[config.mk]
export PLATFORM = sky130hd
export DESIGN_NAME = burst_sram_core
export DESIGN_NICKNAME = d
export VERILOG_FILES = /design/src/rtl/burst_sram_pkg.sv /design/src/rtl/sram_cycle_decode.sv /design/src/rtl/sram_burst_addr.sv /design/src/rtl/sram_store.sv /design/src/rtl/burst_sram_core.sv
export SDC_FILE = /design/constraint.sdc
export NUM_CORES = 2
export LEC_CHECK = 0
export CORE_MARGIN = 2
export CORE_UTILIZATION = 46
export CTS_BUF_LIST = sky130_fd_sc_hd__clkbuf_2
export DETAILED_ROUTE_END_ITERATION = 8
export PLACE_DENSITY_LB_ADDON = 0.2
export SLEW_MARGIN = 10
export SYNTH_ARGS = -nofsm -noshare
export SYNTH_HDL_FRONTEND = slang
export SYNTH_HIERARCHICAL = 1
export SYNTH_MEMORY_MAX_BITS = 65536
export SYNTH_SLANG_ARGS = --single-unit
[constraint.sdc]
create_clock -name clk -period 3.65 [get_ports clk]
set_input_delay 0.73 -clock clk [delete_from_list [all_inputs] [get_ports clk]]
set_output_delay 0.73 -clock clk [all_outputs]
set_load 0.01 [all_outputs]
[src/rtl/burst_sram_pkg.sv]
package burst_sram_pkg;

  localparam int BURST_BITS = 2;

  typedef enum logic [2:0] {
    OP_IDLE,
    OP_DESEL,
    OP_RD_NEW,
    OP_WR_NEW,
    OP_RD_ADV,
    OP_WR_ADV,
    OP_RD_HOLD,
    OP_WR_HOLD
  } cyc_op_e;

  // beat offset within a burst group for a given start and beat count
  function automatic logic [BURST_BITS-1:0] burst_offset(
    input logic [BURST_BITS-1:0] start,
    input logic [BURST_BITS-1:0] beat,
    input logic                  linear
  );
    return linear ? (start + beat) : (start ^ beat);
  endfunction

endpackage

[src/rtl/sram_cycle_decode.sv]
module sram_cycle_decode
  import burst_sram_pkg::*;
#(
  parameter int NB = 2
) (
  input  logic          clk,
  input  logic          rst_n,
  input  logic          open_q,
  input  logic          sel0_n,
  input  logic          sel1,
  input  logic          sel2_n,
  input  logic          proc_strobe_n,
  input  logic          ctrl_strobe_n,
  input  logic          advance_n,
  input  logic          wr_all_n,
  input  logic          wr_byte_n,
  input  logic [NB-1:0] byte_wr_n,
  output cyc_op_e       op,
  output logic [NB-1:0] lane_we,
  output logic          load,
  output logic          step,
  output logic          rd_cyc,
  output logic          wr_cyc
);

  logic          sel_ok;
  logic          p_start;
  logic          c_start;
  logic [NB-1:0] req_mask;
  logic          wr_req;

  always_comb begin
    sel_ok  = !sel0_n && sel1 && !sel2_n;
    p_start = !proc_strobe_n && !sel0_n;
    c_start = !ctrl_strobe_n && !p_start;
    for (int i = 0; i < NB; i++) begin
      req_mask[i] = !wr_all_n || (!wr_byte_n && !byte_wr_n[i]);
    end
    wr_req = |req_mask;

    if (p_start)        op = sel_ok ? OP_RD_NEW : OP_DESEL;
    else if (c_start)   op = !sel_ok ? OP_DESEL : (wr_req ? OP_WR_NEW : OP_RD_NEW);
    else if (open_q) begin
      if (!advance_n)   op = wr_req ? OP_WR_ADV : OP_RD_ADV;
      else              op = wr_req ? OP_WR_HOLD : OP_RD_HOLD;
    end
    else                op = OP_IDLE;

    load    = (op == OP_RD_NEW) || (op == OP_WR_NEW);
    step    = (op == OP_RD_ADV) || (op == OP_WR_ADV);
    wr_cyc  = (op == OP_WR_NEW) || (op == OP_WR_ADV) || (op == OP_WR_HOLD);
    rd_cyc  = (op == OP_RD_NEW) || (op == OP_RD_ADV) || (op == OP_RD_HOLD);
    lane_we = wr_cyc ? req_mask : '0;
  end

  // a global write enable always reaches every lane
  p_global_lanes_r7: assert property (@(posedge clk) disable iff (!rst_n)
    (wr_cyc && !wr_all_n) |-> (&lane_we));

endmodule

[src/rtl/sram_burst_addr.sv]
module sram_burst_addr
  import burst_sram_pkg::*;
#(
  parameter int AW     = 8,
  parameter bit LINEAR = 1'b0
) (
  input  logic          clk,
  input  logic          rst_n,
  input  logic          load,
  input  logic          step,
  input  logic [AW-1:0] ext_addr,
  output logic [AW-1:0] cyc_addr
);

  localparam int BB = BURST_BITS;

  logic [AW-1:0] addr_q;
  logic [BB-1:0] base_q;
  logic [BB-1:0] beat_q;
  logic [BB-1:0] beat_nx;
  logic [AW-1:0] adv_addr;

  always_comb begin
    beat_nx  = beat_q + BB'(1);
    adv_addr = {addr_q[AW-1:BB], burst_offset(base_q, beat_nx, LINEAR)};
    if (load)      cyc_addr = ext_addr;
    else if (step) cyc_addr = adv_addr;
    else           cyc_addr = addr_q;
  end

  always_ff @(posedge clk or negedge rst_n) begin
    if (!rst_n) begin
      addr_q <= '0;
      base_q <= '0;
      beat_q <= '0;
    end else if (load) begin
      addr_q <= ext_addr;
      base_q <= ext_addr[BB-1:0];
      beat_q <= '0;
    end else if (step) begin
      addr_q <= adv_addr;
      beat_q <= beat_nx;
    end
  end

  // without load or step the held address does not move
  p_hold_addr_r6: assert property (@(posedge clk) disable iff (!rst_n)
    (!load && !step) |=> $stable(addr_q));

  // a burst step never leaves its group of four
  p_step_in_group_r5: assert property (@(posedge clk) disable iff (!rst_n)
    (step && !load) |=> $stable(addr_q[AW-1:BB]));

endmodule

[src/rtl/sram_store.sv]
module sram_store #(
  parameter int DEPTH = 256,
  parameter int AW    = 8,
  parameter int BW    = 9,
  parameter int NB    = 2,
  localparam int WW   = BW * NB
) (
  input  logic          clk,
  input  logic          rst_n,
  input  logic [AW-1:0] cyc_addr,
  input  logic [NB-1:0] lane_we,
  input  logic [WW-1:0] wdata,
  input  logic          rd_cyc,
  input  logic          wr_cyc,
  output logic [WW-1:0] rdata,
  output logic          drive
);

  logic [WW-1:0] mem [DEPTH];
  logic [AW-1:0] rd_addr_q;
  logic          rd_pend_q;
  logic [WW-1:0] dout_q;
  logic          drive_q;

  always_ff @(posedge clk) begin
    for (int i = 0; i < NB; i++) begin
      if (lane_we[i]) mem[cyc_addr][i*BW +: BW] <= wdata[i*BW +: BW];
    end
  end

  always_ff @(posedge clk) begin
    if (rd_cyc)    rd_addr_q <= cyc_addr;
    if (rd_pend_q) dout_q    <= mem[rd_addr_q];
  end

  always_ff @(posedge clk or negedge rst_n) begin
    if (!rst_n) begin
      rd_pend_q <= 1'b0;
      drive_q   <= 1'b0;
    end else begin
      rd_pend_q <= rd_cyc;
      drive_q   <= rd_pend_q && !wr_cyc;
    end
  end

  assign rdata = dout_q;
  assign drive = drive_q;

  // a write edge mutes the drivers right after it
  p_write_mutes_r10: assert property (@(posedge clk) disable iff (!rst_n)
    wr_cyc |=> !drive);

  // a read followed by a non-write edge is driven one edge later
  p_read_latency_r8: assert property (@(posedge clk) disable iff (!rst_n)
    rd_cyc ##1 !wr_cyc |=> drive);

endmodule

[src/rtl/burst_sram_core.sv]
module burst_sram_core
  import burst_sram_pkg::*;
#(
  parameter int  DEPTH        = 256,
  parameter int  BYTE_W       = 9,
  parameter int  BYTES        = 2,
  parameter bit  BURST_LINEAR = 1'b0,
  localparam int ADDR_W       = $clog2(DEPTH),
  localparam int WORD_W       = BYTE_W * BYTES
) (
  input  logic              clk,
  input  logic              rst_n,
  input  logic              sel0_n,
  input  logic              sel1,
  input  logic              sel2_n,
  input  logic              proc_strobe_n,
  input  logic              ctrl_strobe_n,
  input  logic              advance_n,
  input  logic              wr_all_n,
  input  logic              wr_byte_n,
  input  logic [BYTES-1:0]  byte_wr_n,
  input  logic              out_en_n,
  input  logic [ADDR_W-1:0] addr,
  input  logic [WORD_W-1:0] wdata,
  output logic [WORD_W-1:0] rdata,
  output logic              rdata_oe
);

  cyc_op_e           op;
  logic [BYTES-1:0]  lane_we;
  logic              load;
  logic              step;
  logic              rd_cyc;
  logic              wr_cyc;
  logic              open_q;
  logic [ADDR_W-1:0] cyc_addr;
  logic              drive;

  sram_cycle_decode #(.NB(BYTES)) u_decode (
    .clk           (clk),
    .rst_n         (rst_n),
    .open_q        (open_q),
    .sel0_n        (sel0_n),
    .sel1          (sel1),
    .sel2_n        (sel2_n),
    .proc_strobe_n (proc_strobe_n),
    .ctrl_strobe_n (ctrl_strobe_n),
    .advance_n     (advance_n),
    .wr_all_n      (wr_all_n),
    .wr_byte_n     (wr_byte_n),
    .byte_wr_n     (byte_wr_n),
    .op            (op),
    .lane_we       (lane_we),
    .load          (load),
    .step          (step),
    .rd_cyc        (rd_cyc),
    .wr_cyc        (wr_cyc)
  );

  sram_burst_addr #(.AW(ADDR_W), .LINEAR(BURST_LINEAR)) u_burst (
    .clk      (clk),
    .rst_n    (rst_n),
    .load     (load),
    .step     (step),
    .ext_addr (addr),
    .cyc_addr (cyc_addr)
  );

  sram_store #(.DEPTH(DEPTH), .AW(ADDR_W), .BW(BYTE_W), .NB(BYTES)) u_store (
    .clk      (clk),
    .rst_n    (rst_n),
    .cyc_addr (cyc_addr),
    .lane_we  (lane_we),
    .wdata    (wdata),
    .rd_cyc   (rd_cyc),
    .wr_cyc   (wr_cyc),
    .rdata    (rdata),
    .drive    (drive)
  );

  always_ff @(posedge clk or negedge rst_n) begin
    if (!rst_n)              open_q <= 1'b0;
    else if (op == OP_DESEL) open_q <= 1'b0;
    else if (load)           open_q <= 1'b1;
  end

  assign rdata_oe = drive && !out_en_n;

  // a deselecting start leaves the bus undriven two edges on
  p_desel_quiet_r1: assert property (@(posedge clk) disable iff (!rst_n)
    (op == OP_DESEL) |=> ##1 !drive);

  // a processor start never writes the array
  p_proc_no_write_r2: assert property (@(posedge clk) disable iff (!rst_n)
    (!proc_strobe_n && !sel0_n) |-> (lane_we == '0));

  // a blocked processor strobe loads no address
  p_proc_blocked_r3: assert property (@(posedge clk) disable iff (!rst_n)
    (!proc_strobe_n && sel0_n && ctrl_strobe_n) |-> !load);

  // a controller start with the master select high deselects
  p_ctrl_desel_r4: assert property (@(posedge clk) disable iff (!rst_n)
    (!ctrl_strobe_n && sel0_n) |=> !open_q);

endmodule

==> results by group <==
Clocking
  – Inserted Clock Buffers: ~1,200
  – CTS H-tree depth: 7
  – Clock Path Buffers: 5
  – CTS tree: built
  – Sink Count: 4,649
  – Reg clk slew, reported paths: around 0.11 ns
  – Root Driver: clkbuf_2
  – Worst skew pair latency: 2.40 ns

Die
  – Die Area: roughly 400,000 um2
  – Chip width: 631 um
  – # rows: 230
  – Ports: 58
  – Core region area: 392,000 um2
  – Chip Height: 631 um
  – Initial Util: 0.462

STA
  – Final Hold Fails: 0
  – Post-Route Setup TNS: -1.58 ns
  – Final setup fails: 7
  – Worst clock skew: around 0.29 ns
  – Final period util: 1.11
  – Worst Tran Pin Value: roughly 1.0 ns
  – Slew margin rel.: 0.320
  – Setup repair after global routing missed its margin: yes
  – Final setup margin: -0.402 ns
  – Slew Viols, Final: 0
  – Minimum clock period: ~4 ns
  – Max Clock Freq: around 250 MHz

Logic synthesis
  – Cell variety after synth: 74
  – Compound-Gate Fraction of Synth Area: 0.0293
  – Synth Flop Type: edfxtp_1
  – EDFF count, synth: 4,634
  – Sequential fraction of the synthesis area: 0.771
  – Synth area leader: edfxtp_1
  – Top-area cell type share of the netlist area: 0.769
  – Synth Register Bits: roughly 4,600
  – Synth Area in Simple Gates: 0.0282
  – Avg Inst Size Synth: ~21 um2
  – Synth Area in XOR/XNOR: 0.000193
  – Post-Syn Instances: 8,658
  – Synth warn: 6
  – Area contributors post-synth: edfxtp_1, mux4_2, mux2i_1
  – Largest family of logic cells by synthesized area: multiplexers
  – Mux contribution to synthesized area: 0.152
  – Post-Synth Adder-Cell Area: 0
  – Syn_nets: about 8,700
  – Cell Area, Synth: between 150,000 and 200,000 um2
  – Synth async-reset ratio: 0.00323

Worst setup path
  – CP bufs+invs: 1
  – Cells along the critical path: buf_6
  – CP delay by family, top: flip-flops
  – Crit Path Max Fanout: 1
  – R2r setup slk: -0.08 ns
  – CP Launch Type: register
  – CP Class: register to output pin
  – Req. time, crit path: around 3 ns
  – Slowest CP cell: edfxtp_1
  – R2r endpoint: u_store/rdata[13]
  – Critical Path End Type: output pin
  – Crit path largest cell delay: 0.79 ns
  – Worst Path Arrival: 3.32 ns
  – Critical R2R Launch: u_store/rd_addr_q[0]
  – Worst r2r path cells: 13

Job
  – Max Cap Viol: 0

Placed design
  – Number of port buffers: 57
  – HPWL after DPL: 337 mm
  – Gp weighted congestion: between 0.9 and 1
  – Placement Cell Area: 200,000 um2
  – Place WS: -0.632 ns

Hold path
  – Min-delay src: sel1
  – HP Class: primary input to register
  – WHS Path Cells: 6
  – Hold Path End: u_burst/beat_q[1]

Routing
  – Uppermost layer routed: met5
  – DRT Pass-1 Iters: 6
  – Metal-1 WL: between 200 and 250 mm
  – Post-Route WL: ~520 mm
  – Met2 Routed Length: between 200 and 300 mm
  – Initial DRC Count: between 10,000 and 15,000
  – Residual DRC: 0
  – Metal3 WL: between 40 and 50 mm
  – Detail-routed via count per cell: 5.83
  – Routed WL per cell: around 30 um
  – Via count: ~100,000
  – DRT antenna net count: 0

Final layout
  – Nets@finish: ~11,000
  – Share of cells above drive strength 1: 0.387
  – Synth-to-Final Area Change: 17.8%
  – Most frequent cells in the layout: edfxtp_1, clkbuf_2, buf_4
  – Finished layout cell area: between 200,000 and 250,000 um2
  – Most common cell after layout, fill and taps aside: edfxtp_1

Power and ir drop
  – Pwr dens: about 460 nW/um2
  – Pwr Total: just under 100 mW
  – Peak supply drop: approximately 0.33 mV
  – Leakage: 72.5 nW

Global routing
  – Initial antenna violation count: 26
  – Gr usage total: 0.259
  – First-pass GRT wire length: between 700 and 800 mm
  – Vias in the first global route: slightly above 100k
  – Total gr overflow: 0
  – Largest net degree at the start of global routing: about 110

Status
  – Status: complete, but fails checks
  – Failing checks: setup timing
## sequential cells by signal, summed over array words and instances (netlist names)
register and count:
u_store/rd_addr_q 8, open_q 1, u_burst/addr_q 8, u_burst/base_q 2, u_store/rd_pend_q 1, u_store/drive 1
u_store/rdata 18, u_store/mem 4608, u_burst/beat_q 2
## synthesized netlist by cell type, drive strengths merged, types with 45 or more instances
| master | n |
|---|---|
| clkbuf | 238 |
| buf | 299 |
| a21oi | 83 |
| o22ai | 250 |
| nor3 | 234 |
| a22o | 50 |
| nand3 | 45 |
| o221ai | 105 |
| nand2 | 132 |
| o21ai | 74 |
| a221oi | 45 |
| edfxtp | 4634 |
| mux4 | 929 |
| a22oi | 60 |
| mux2i | 616 |
| nor2 | 584 |
## cell type report
| cell class | count | area, um2 |
|---|---|---|
| antenna | 33 | 82.6 |
| clock buffer | 1640 | 8210 |
| clock inverter | 315 | 1650 |
| fill | 30600 | 179000 |
| inverter | 10 | 52.6 |
| multi-input combinational | 3461 | 39200 |
| sequential | 4649 | 140000 |
| tap | 5220 | 6530 |
| timing repair buffer | 1807 | 18100 |
## report_power, final
group	internal (mW)	switching, mW	leakage (nW)	total (mW)
clock network	13.1	20.3	7.67	33.4
logic	1.81	3.37	23.0	5.18
registers	58.7	0.0283	41.8	58.7
## how the worst max path moves through the flow
| stage | to | depth (start not counted) | from |
|---|---|---|---|
| 6_report | rdata[8] | 1 | u_store/rdata[8] |
| 5_1_grt | rdata[13] | 1 | u_store/rdata[13] |
| 2_1_floorplan | u_store/mem[117][10] | 11 | sel0_n |
| 4_1_cts | rdata[8] | 1 | u_store/rdata[8] |
| 3_5_place_dp | u_store/mem[55][11] | 10 | sel0_n |
| 3_3_place_gp | u_store/mem[180][9] | 16 | sel1 |
## logic make-up after synthesis
family	Yosys count
DFF	4649
muxes	1564
and+or+nand+nor	1143
AOI/OAI and AO/OA	750
buffers and inverters	548
xor gates and xnor gates	4
## per-stage QoR
step           std cells  hold WS, ns   util
2_1_floorplan       8658        0.434      -
4_1_cts            17100      0.00280  0.543
5_1_grt            17100     -0.00165  0.544
3_3_place_gp       15000        0.520  0.511
3_5_place_dp       15000        0.528  0.511
6_report           17100        0.183  0.544
## metal layers
layer / global-route usage / vias to the layer above
met4: 0.0995 / 8
met1: 0.347 / 52200
li1: - / 42000
met5: 0 / -
met2: 0.419 / 4912
met3: 0.0556 / 868
## timing repair
item	in CTS	in global routing
cloned	6	1
buffers inserted	32	10
gates resized for setup	202	77
hold buffers	117	0
hold endpoints to repair	7532	0
endpoints found under the setup margin	37	4646
pin swaps	13	7
No activity file was read; power rests on OpenSTA's default activity.
